`src/rtl/xcvr_ctl_pkg.sv`:
```
package xcvr_ctl_pkg;

  typedef enum logic [2:0] {
    MD_STANDBY = 3'd0,
    MD_NORMAL  = 3'd1,
    MD_FAST    = 3'd2,
    MD_LOOP    = 3'd3,
    MD_PEND    = 3'd4,
    MD_SLEEP   = 3'd5
  } mode_e;

  localparam logic [1:0] SEL_LOW   = 2'b00;
  localparam logic [1:0] SEL_HIGH  = 2'b01;
  localparam logic [1:0] SEL_FLOAT = 2'b10;

  // Active mode picked by the select code; the unused code is treated as
  // floating so that it keeps the node off the bus.
  function automatic mode_e sel_to_mode(input logic [1:0] sel);
    mode_e m;
    case (sel)
      SEL_LOW:   m = MD_NORMAL;
      SEL_HIGH:  m = MD_FAST;
      SEL_FLOAT: m = MD_LOOP;
      default:   m = MD_LOOP;
    endcase
    return m;
  endfunction

endpackage

```
`src/rtl/xcvr_sync.sv`:
```
module xcvr_sync #(
  parameter int W      = 1,
  parameter int STAGES = 2
) (
  input  logic         clk,
  input  logic         rst_n,
  input  logic [W-1:0] d,
  output logic [W-1:0] q
);

  localparam int CHAIN_W = W * STAGES;

  logic [CHAIN_W-1:0] chain_q;
  logic [CHAIN_W-1:0] chain_d;

  always_comb begin
    chain_d = {chain_q[CHAIN_W-W-1:0], d};
  end

  always_ff @(posedge clk or negedge rst_n) begin
    if (!rst_n) chain_q <= '0;
    else        chain_q <= chain_d;
  end

  assign q = chain_q[CHAIN_W-1 -: W];

endmodule

```
`src/rtl/xcvr_therm_latch.sv`:
```
module xcvr_therm_latch (
  input  logic clk,
  input  logic rst_n,
  input  logic otemp,
  input  logic txd,
  output logic latched
);

  logic tx_q;
  logic lat_q, lat_d;
  logic tx_rise;

  assign tx_rise = txd & ~tx_q;

  always_comb begin
    lat_d = lat_q;
    if (otemp)                lat_d = 1'b1;
    else if (lat_q && tx_rise) lat_d = 1'b0;
  end

  always_ff @(posedge clk or negedge rst_n) begin
    if (!rst_n) begin
      tx_q  <= 1'b0;
      lat_q <= 1'b0;
    end else begin
      tx_q  <= txd;
      lat_q <= lat_d;
    end
  end

  assign latched = lat_q;

  assert_ot_sets_R10: assert property (@(posedge clk) disable iff (!rst_n)
    otemp |=> latched);

  assert_clear_when_cool_R10: assert property (@(posedge clk) disable iff (!rst_n)
    $fell(latched) |-> $past(!otemp && txd));

endmodule

```
`src/rtl/xcvr_power_fsm.sv`:
```
module xcvr_power_fsm
  import xcvr_ctl_pkg::*;
#(
  parameter int SLEEP_CYCLES = 65536
) (
  input  logic       clk,
  input  logic       rst_n,
  input  logic       por,
  input  logic       stby_s,
  input  logic [1:0] msel,
  input  logic       bus_act,
  input  logic       lwake_edge,
  output mode_e      mode
);

  localparam int CNT_W = (SLEEP_CYCLES > 2) ? $clog2(SLEEP_CYCLES) : 1;
  localparam logic [CNT_W-1:0] CNT_LOAD = CNT_W'(SLEEP_CYCLES - 1);

  mode_e            st_q, st_d;
  logic [CNT_W-1:0] cnt_q;
  logic             cnt_ld, cnt_dec;
  logic             wake;
  mode_e            act_mode;

  assign wake     = bus_act | lwake_edge | stby_s;
  assign act_mode = sel_to_mode(msel);

  always_comb begin
    st_d    = st_q;
    cnt_ld  = 1'b0;
    cnt_dec = 1'b0;
    case (st_q)
      MD_STANDBY: begin
        if (stby_s) st_d = act_mode;
      end
      MD_NORMAL, MD_FAST, MD_LOOP: begin
        if (!stby_s) begin
          st_d   = MD_PEND;
          cnt_ld = 1'b1;
        end else begin
          st_d = act_mode;
        end
      end
      MD_PEND: begin
        if (wake)              st_d = stby_s ? act_mode : MD_STANDBY;
        else if (cnt_q == '0)  st_d = MD_SLEEP;
        else                   cnt_dec = 1'b1;
      end
      MD_SLEEP: begin
        if (wake) st_d = stby_s ? act_mode : MD_STANDBY;
      end
      default: st_d = MD_STANDBY;
    endcase
    if (por) begin
      st_d    = MD_STANDBY;
      cnt_ld  = 1'b0;
      cnt_dec = 1'b0;
    end
  end

  always_ff @(posedge clk or negedge rst_n) begin
    if (!rst_n) st_q <= MD_STANDBY;
    else        st_q <= st_d;
  end

  always_ff @(posedge clk or negedge rst_n) begin
    if (!rst_n)       cnt_q <= '0;
    else if (cnt_ld)  cnt_q <= CNT_LOAD;
    else if (cnt_dec) cnt_q <= cnt_q - CNT_W'(1);
  end

  assign mode = st_q;

  assert_por_standby_R1: assert property (@(posedge clk) disable iff (!rst_n)
    por |=> (st_q == MD_STANDBY));

  assert_sleep_via_pend_R7: assert property (@(posedge clk) disable iff (!rst_n)
    ((st_q == MD_SLEEP) && ($past(st_q) != MD_SLEEP)) |-> ($past(st_q) == MD_PEND));

  assert_count_down_R7: assert property (@(posedge clk) disable iff (!rst_n)
    ((st_q == MD_PEND) && ($past(st_q) == MD_PEND)) |-> (cnt_q == $past(cnt_q) - CNT_W'(1)));

  assert_sleep_exit_R9: assert property (@(posedge clk) disable iff (!rst_n)
    ((st_q == MD_SLEEP) && wake) |=> (st_q != MD_SLEEP));

endmodule

```
`src/rtl/xcvr_line_path.sv`:
```
module xcvr_line_path
  import xcvr_ctl_pkg::*;
(
  input  mode_e mode,
  input  logic  txd,
  input  logic  bus_act,
  input  logic  latched,
  output logic  drv_en,
  output logic  fast_edge,
  output logic  rxd,
  output logic  reg_en
);

  logic tx_mode;

  always_comb begin
    tx_mode   = (mode == MD_NORMAL) || (mode == MD_FAST);
    drv_en    = tx_mode & txd & ~latched;
    fast_edge = (mode == MD_FAST);
    rxd       = (mode == MD_LOOP) ? ~txd : ~bus_act;
    reg_en    = (mode != MD_SLEEP);
  end

endmodule

```
`src/rtl/xcvr_mode_ctrl.sv`:
```
module xcvr_mode_ctrl
  import xcvr_ctl_pkg::*;
#(
  parameter int SLEEP_CYCLES = 65536,
  parameter int SYNC_STAGES  = 2
) (
  input  logic       clk,
  input  logic       rst_n,
  input  logic       por_i,
  input  logic       stby_i,
  input  logic [1:0] msel_i,
  input  logic       txd_i,
  input  logic       bus_act_i,
  input  logic       lwake_i,
  input  logic       otemp_i,
  output logic       drv_en_o,
  output logic       fast_edge_o,
  output logic       rxd_o,
  output logic       reg_en_o,
  output logic [2:0] mode_o
);

  logic [1:0] rst_q;
  logic       rst_int_n;
  logic [1:0] pins_s;
  logic       stby_s, lwake_s, lwake_q, lwake_edge;
  logic       latched;
  mode_e      mode;

  // Asynchronous assertion, synchronous release.
  always_ff @(posedge clk or negedge rst_n) begin
    if (!rst_n) rst_q <= 2'b00;
    else        rst_q <= {rst_q[0], 1'b1};
  end
  assign rst_int_n = rst_q[1];

  xcvr_sync #(.W(2), .STAGES(SYNC_STAGES)) u_sync (
    .clk   (clk),
    .rst_n (rst_int_n),
    .d     ({stby_i, lwake_i}),
    .q     (pins_s)
  );
  assign stby_s  = pins_s[1];
  assign lwake_s = pins_s[0];

  always_ff @(posedge clk or negedge rst_int_n) begin
    if (!rst_int_n) lwake_q <= 1'b0;
    else            lwake_q <= lwake_s;
  end
  assign lwake_edge = lwake_s ^ lwake_q;

  xcvr_power_fsm #(.SLEEP_CYCLES(SLEEP_CYCLES)) u_fsm (
    .clk        (clk),
    .rst_n      (rst_int_n),
    .por        (por_i),
    .stby_s     (stby_s),
    .msel       (msel_i),
    .bus_act    (bus_act_i),
    .lwake_edge (lwake_edge),
    .mode       (mode)
  );

  xcvr_therm_latch u_therm (
    .clk     (clk),
    .rst_n   (rst_int_n),
    .otemp   (otemp_i),
    .txd     (txd_i),
    .latched (latched)
  );

  xcvr_line_path u_path (
    .mode      (mode),
    .txd       (txd_i),
    .bus_act   (bus_act_i),
    .latched   (latched),
    .drv_en    (drv_en_o),
    .fast_edge (fast_edge_o),
    .rxd       (rxd_o),
    .reg_en    (reg_en_o)
  );

  assign mode_o = mode;

  assert_loop_no_drive_R5: assert property (@(posedge clk) disable iff (!rst_int_n)
    (mode == MD_LOOP) |-> !drv_en_o);

  assert_latch_blocks_R10: assert property (@(posedge clk) disable iff (!rst_int_n)
    latched |-> !drv_en_o);

  assert_reg_drop_R7: assert property (@(posedge clk) disable iff (!rst_int_n)
    $fell(reg_en_o) |-> ($past(mode) == MD_PEND));

endmodule

```
`config.mk`:
```
export PLATFORM = sky130hd
export DESIGN_NAME = xcvr_mode_ctrl
export DESIGN_NICKNAME = d
export VERILOG_FILES = /design/src/rtl/xcvr_ctl_pkg.sv /design/src/rtl/xcvr_sync.sv /design/src/rtl/xcvr_therm_latch.sv /design/src/rtl/xcvr_power_fsm.sv /design/src/rtl/xcvr_line_path.sv /design/src/rtl/xcvr_mode_ctrl.sv
export SDC_FILE = /design/constraint.sdc
export NUM_CORES = 1
export LEC_CHECK = 0
export BUFFER_PORTS_ARGS = -buffer_cell sky130_fd_sc_hd__buf_2
export CAP_MARGIN = 10
export CORE_MARGIN = 3
export CORE_UTILIZATION = 39
export DETAILED_ROUTE_END_ITERATION = 7
export GPL_ROUTABILITY_DRIVEN = 0
export PLACE_DENSITY = 0.55
export SYNTH_ARGS = -nofsm -noshare
export SYNTH_HDL_FRONTEND = slang
export SYNTH_SLANG_ARGS = --single-unit
```
`constraint.sdc`:
```
create_clock -name clk -period 1.2 [get_ports clk]
set_input_delay 0.3 -clock clk [delete_from_list [all_inputs] [get_ports clk]]
set_output_delay 0.3 -clock clk [all_outputs]
set_load 0.01 [all_outputs]
```
==> flow_summary_export.csv <==
group,metric,value,unit
global_route,grt_usage,17.1,%
placement,io_buffers,16,
critical_path,path_class,"reg -> reg",
global_route,grt_pass1_wl,6.79,mm
critical_path,cp-start-kind,"flop",
synthesis,syn-num-nets,164,
placement,pre_cts_ws,-612,ps
synthesis,synth_ff_type,"dfrtp_1",
pwr,ir_worst_vdd,0.808,mV
synthesis,ys_seq_elements,28,
pwr,pwr-share-seq,46.1,%
timing,rsz0062_at_grt,"yes",
synthesis,yosys_warnings,0,
routing,vias_per_cell,5.24,
die,coreArea,3770,sq um
die,pin_count,17,
synthesis,ys_seq_area_share,44.7,%
routing,routedWlPerCell,15.2,um
global_route,grt_overflow_total,0,
routing,ant_nets,0,
layout,mostFrequentLayoutCell,"buf_4",
timing,fmax,536,MHz
critical_path,regToRegStartpoint,"u_fsm.cnt_q[5]",
layout,fillers,292,
die,die_area,4820,sq um
pwr,power,2.19,mW
synthesis,synthCells,153,
critical_path,path_max_fanout,4,
min_path,hold_class,"reg -> async",
cts,cts_root_buffer,"clkbuf_8",
pwr,power_per_cell_area,898,nW/um^2
timing,fin_setup_tns,-12600,ps
layout,seq_area,702,sq um
status,violations,"negative setup slack",
synthesis,netlist_top_cells_area,"dfrtp_1 (45%), mux2i_1 (8.9%), nor2_1 (4.8%)",
global_route,grt_max_degree,26,
pwr,sw_frac_of_total,24.4,%
timing,period_needed,1870,ps
cts,cts_tree,"done",
synthesis,synth_largest_area_cell,"dfrtp_1",
routing,routed_wl,4.10,mm
layout,nNetsFinal,234,
synthesis,syn_area_per_cell,10.3,sq um
routing,drt_iter0_markers,60,
layout,antenna_cells,0,
synthesis,synth_area,1570,sq um
layout,final_cells,270,
die,initial_core_util,41.6,%
pwr,p_int,1.66,mW
die,die_x,69.4,um
placement,dp_hpwl,2.76,mm
cts,cts-buffers-inserted,3,
routing,via_count,1416,
pwr,power_frac_clock,34.6,%
job,maxCapViolCount,0,
cts,clkLatencyLatePin,280,ps
placement,post-place-cells,255,
status,status,"complete, but fails checks",
global_route,grt_pass1_vias,1466,
cts,htree_levels,1,
die,die_h,69.4,um
critical_path,cp-startpoint,"u_fsm.cnt_q[5]",
cts,clock-sinks,28,
global_route,antenna_found_initial,0,
timing,fin_worst_skew,11.1,ps
routing,dr.pass1.iters,4,
timing,timing.final.crit_share,155,%
synthesis,async_reset_ff_share,100,%
synthesis,synth_edf_count,0,
layout,multiInputGateArea,1020,sq um
layout,drive_above_1_share,51.8,%
synthesis,yosysTopAreaCellShare,44.7,%
pwr,combPwrFrac,19.4,%
layout,final_cell_mix,"buf_4 (39), dfrtp_1 (27), nor2_1 (18), buf_6 (18)",
routing,route.detailed.drc,0,
timing,slew_violations,0,
timing,setup_viol,26,
pwr,power.net_switching,536,uW
pwr,leakagePower,0.956,nW
layout,area_delta_synth_final,55.7,%
critical_path,worst_setup_path_end_kind,"flop",
critical_path,worst_ep_required_time,1420,ps
timing,hold_viol_final,0,
cts,clockBufferDepth,2,
die,num_rows,22,
synthesis,synth.distinct_cells,48,
cts,path_clk_slew,100,ps
critical_path,cp.arrival,2080,ps
timing,fin_ws,-666,ps
metal layers:
| layer | vias up | global-route usage, % | part of all wire [%] | wire (um) |
|---|---|---|---|---|
| li1 | 698 | - | - | - |
| met5 | - | 0 | 0 | 0 |
| met2 | 16 | 28.1 | 52 | 2110 |
| met1 | 695 | 22.7 | 45 | 1840 |
| met4 | 0 | 5.21 | 1.0 | 42 |
| met3 | 7 | 3.62 | 2.4 | 97 |
synthesized netlist by cell type (3+ instances only):
library cell,number
mux2i_1,14
nor2_1,20
nand3_1,5
nor3_1,4
a211oi_1,4
o21ai_0,3
or3_1,5
inv_1,4
and2_1,7
nand2_1,3
nand4_1,4
nor4_1,5
a21oi_1,3
dfrtp_1,28
clkbuf_1,4
repair_timing:
item	4_1_cts	5_1_grt
setup endpoints to repair	26	26
hold buffers	1	0
buffers inserted	3	9
resized for setup	24	22
pin swaps	1	3
endpoints found under the hold margin	2	0
final cells by class:
type / instances / area share [%]
clock buffers: 3 / 1.69
clock inverters: 1 / 1.23
inverters: 4 / 0.615
multi-input cells: 115 / 41.9
flip-flops and latches: 28 / 28.7
well taps: 48 / 2.46
repair buffers: 71 / 23.4
flip-flops by register name, summed over array words and instances (netlist names):
name and flops:
lwake_q 1, rst_q 2, u_fsm.cnt_q 16, u_fsm.mode 3, u_sync.chain_q 4, u_therm.latched 1, u_therm.tx_q 1
cells by family (layout without fill, tap and decap cells):
kind of cell             Yosys count  after routing  synth area share (%)
other                              1              1                 0.239
adder cells (fa/ha/maj)            1              1                 0.797
buffers and inverters             10             79                  3.11
AO/OA/AOI/OAI                     20             20                  9.49
XOR/XNOR                           2              2                  1.60
multiplexers                      14             14                  8.93
flip-flops                        28             28                  44.7
AND/OR/NAND/NOR                   77             77                  31.2
power groups by stage:
stage                     Clock, mW  Sequential, mW  Combinational [mW]
after CTS                     0.784            1.01               0.399
final                         0.758            1.01               0.425
after global placement            0            1.02               0.335
after global routing          0.825            1.02               0.463
after floorplan                   0            1.03               0.207
after detailed placement          0            1.02               0.340
stage by stage:
step	hold slack, ps	utilization [%]	instance area, sq um
floorplan	4.41	-	1650
global placement	7.50	54.4	2050
detailed placement	10.3	54.4	2050
CTS	20.2	60.6	2290
global route	32.8	64.8	2440
finish	17.4	64.8	2440
final timing paths:
kind	end	slack (ps)	depth (start not counted)
min in group clk	u_sync.chain_q[1]	120	1
hold / removal	u_sync.chain_q[0]	20	0
max in group asynchronous	u_fsm.mode[2]	670	1
hold reg to reg	u_sync.chain_q[0]	20	0
setup reg to reg	u_fsm.cnt_q[7]	-670	4
setup / recovery	u_fsm.cnt_q[7]	-670	4
worst max-delay path, stage by stage (launching register included):
cell and delay [ps]:
dfrtp_1 430, or4_4 550, or4_4 440, a211oi_4 170
mux2i_1 200
(Power assumes the default switching activity.)
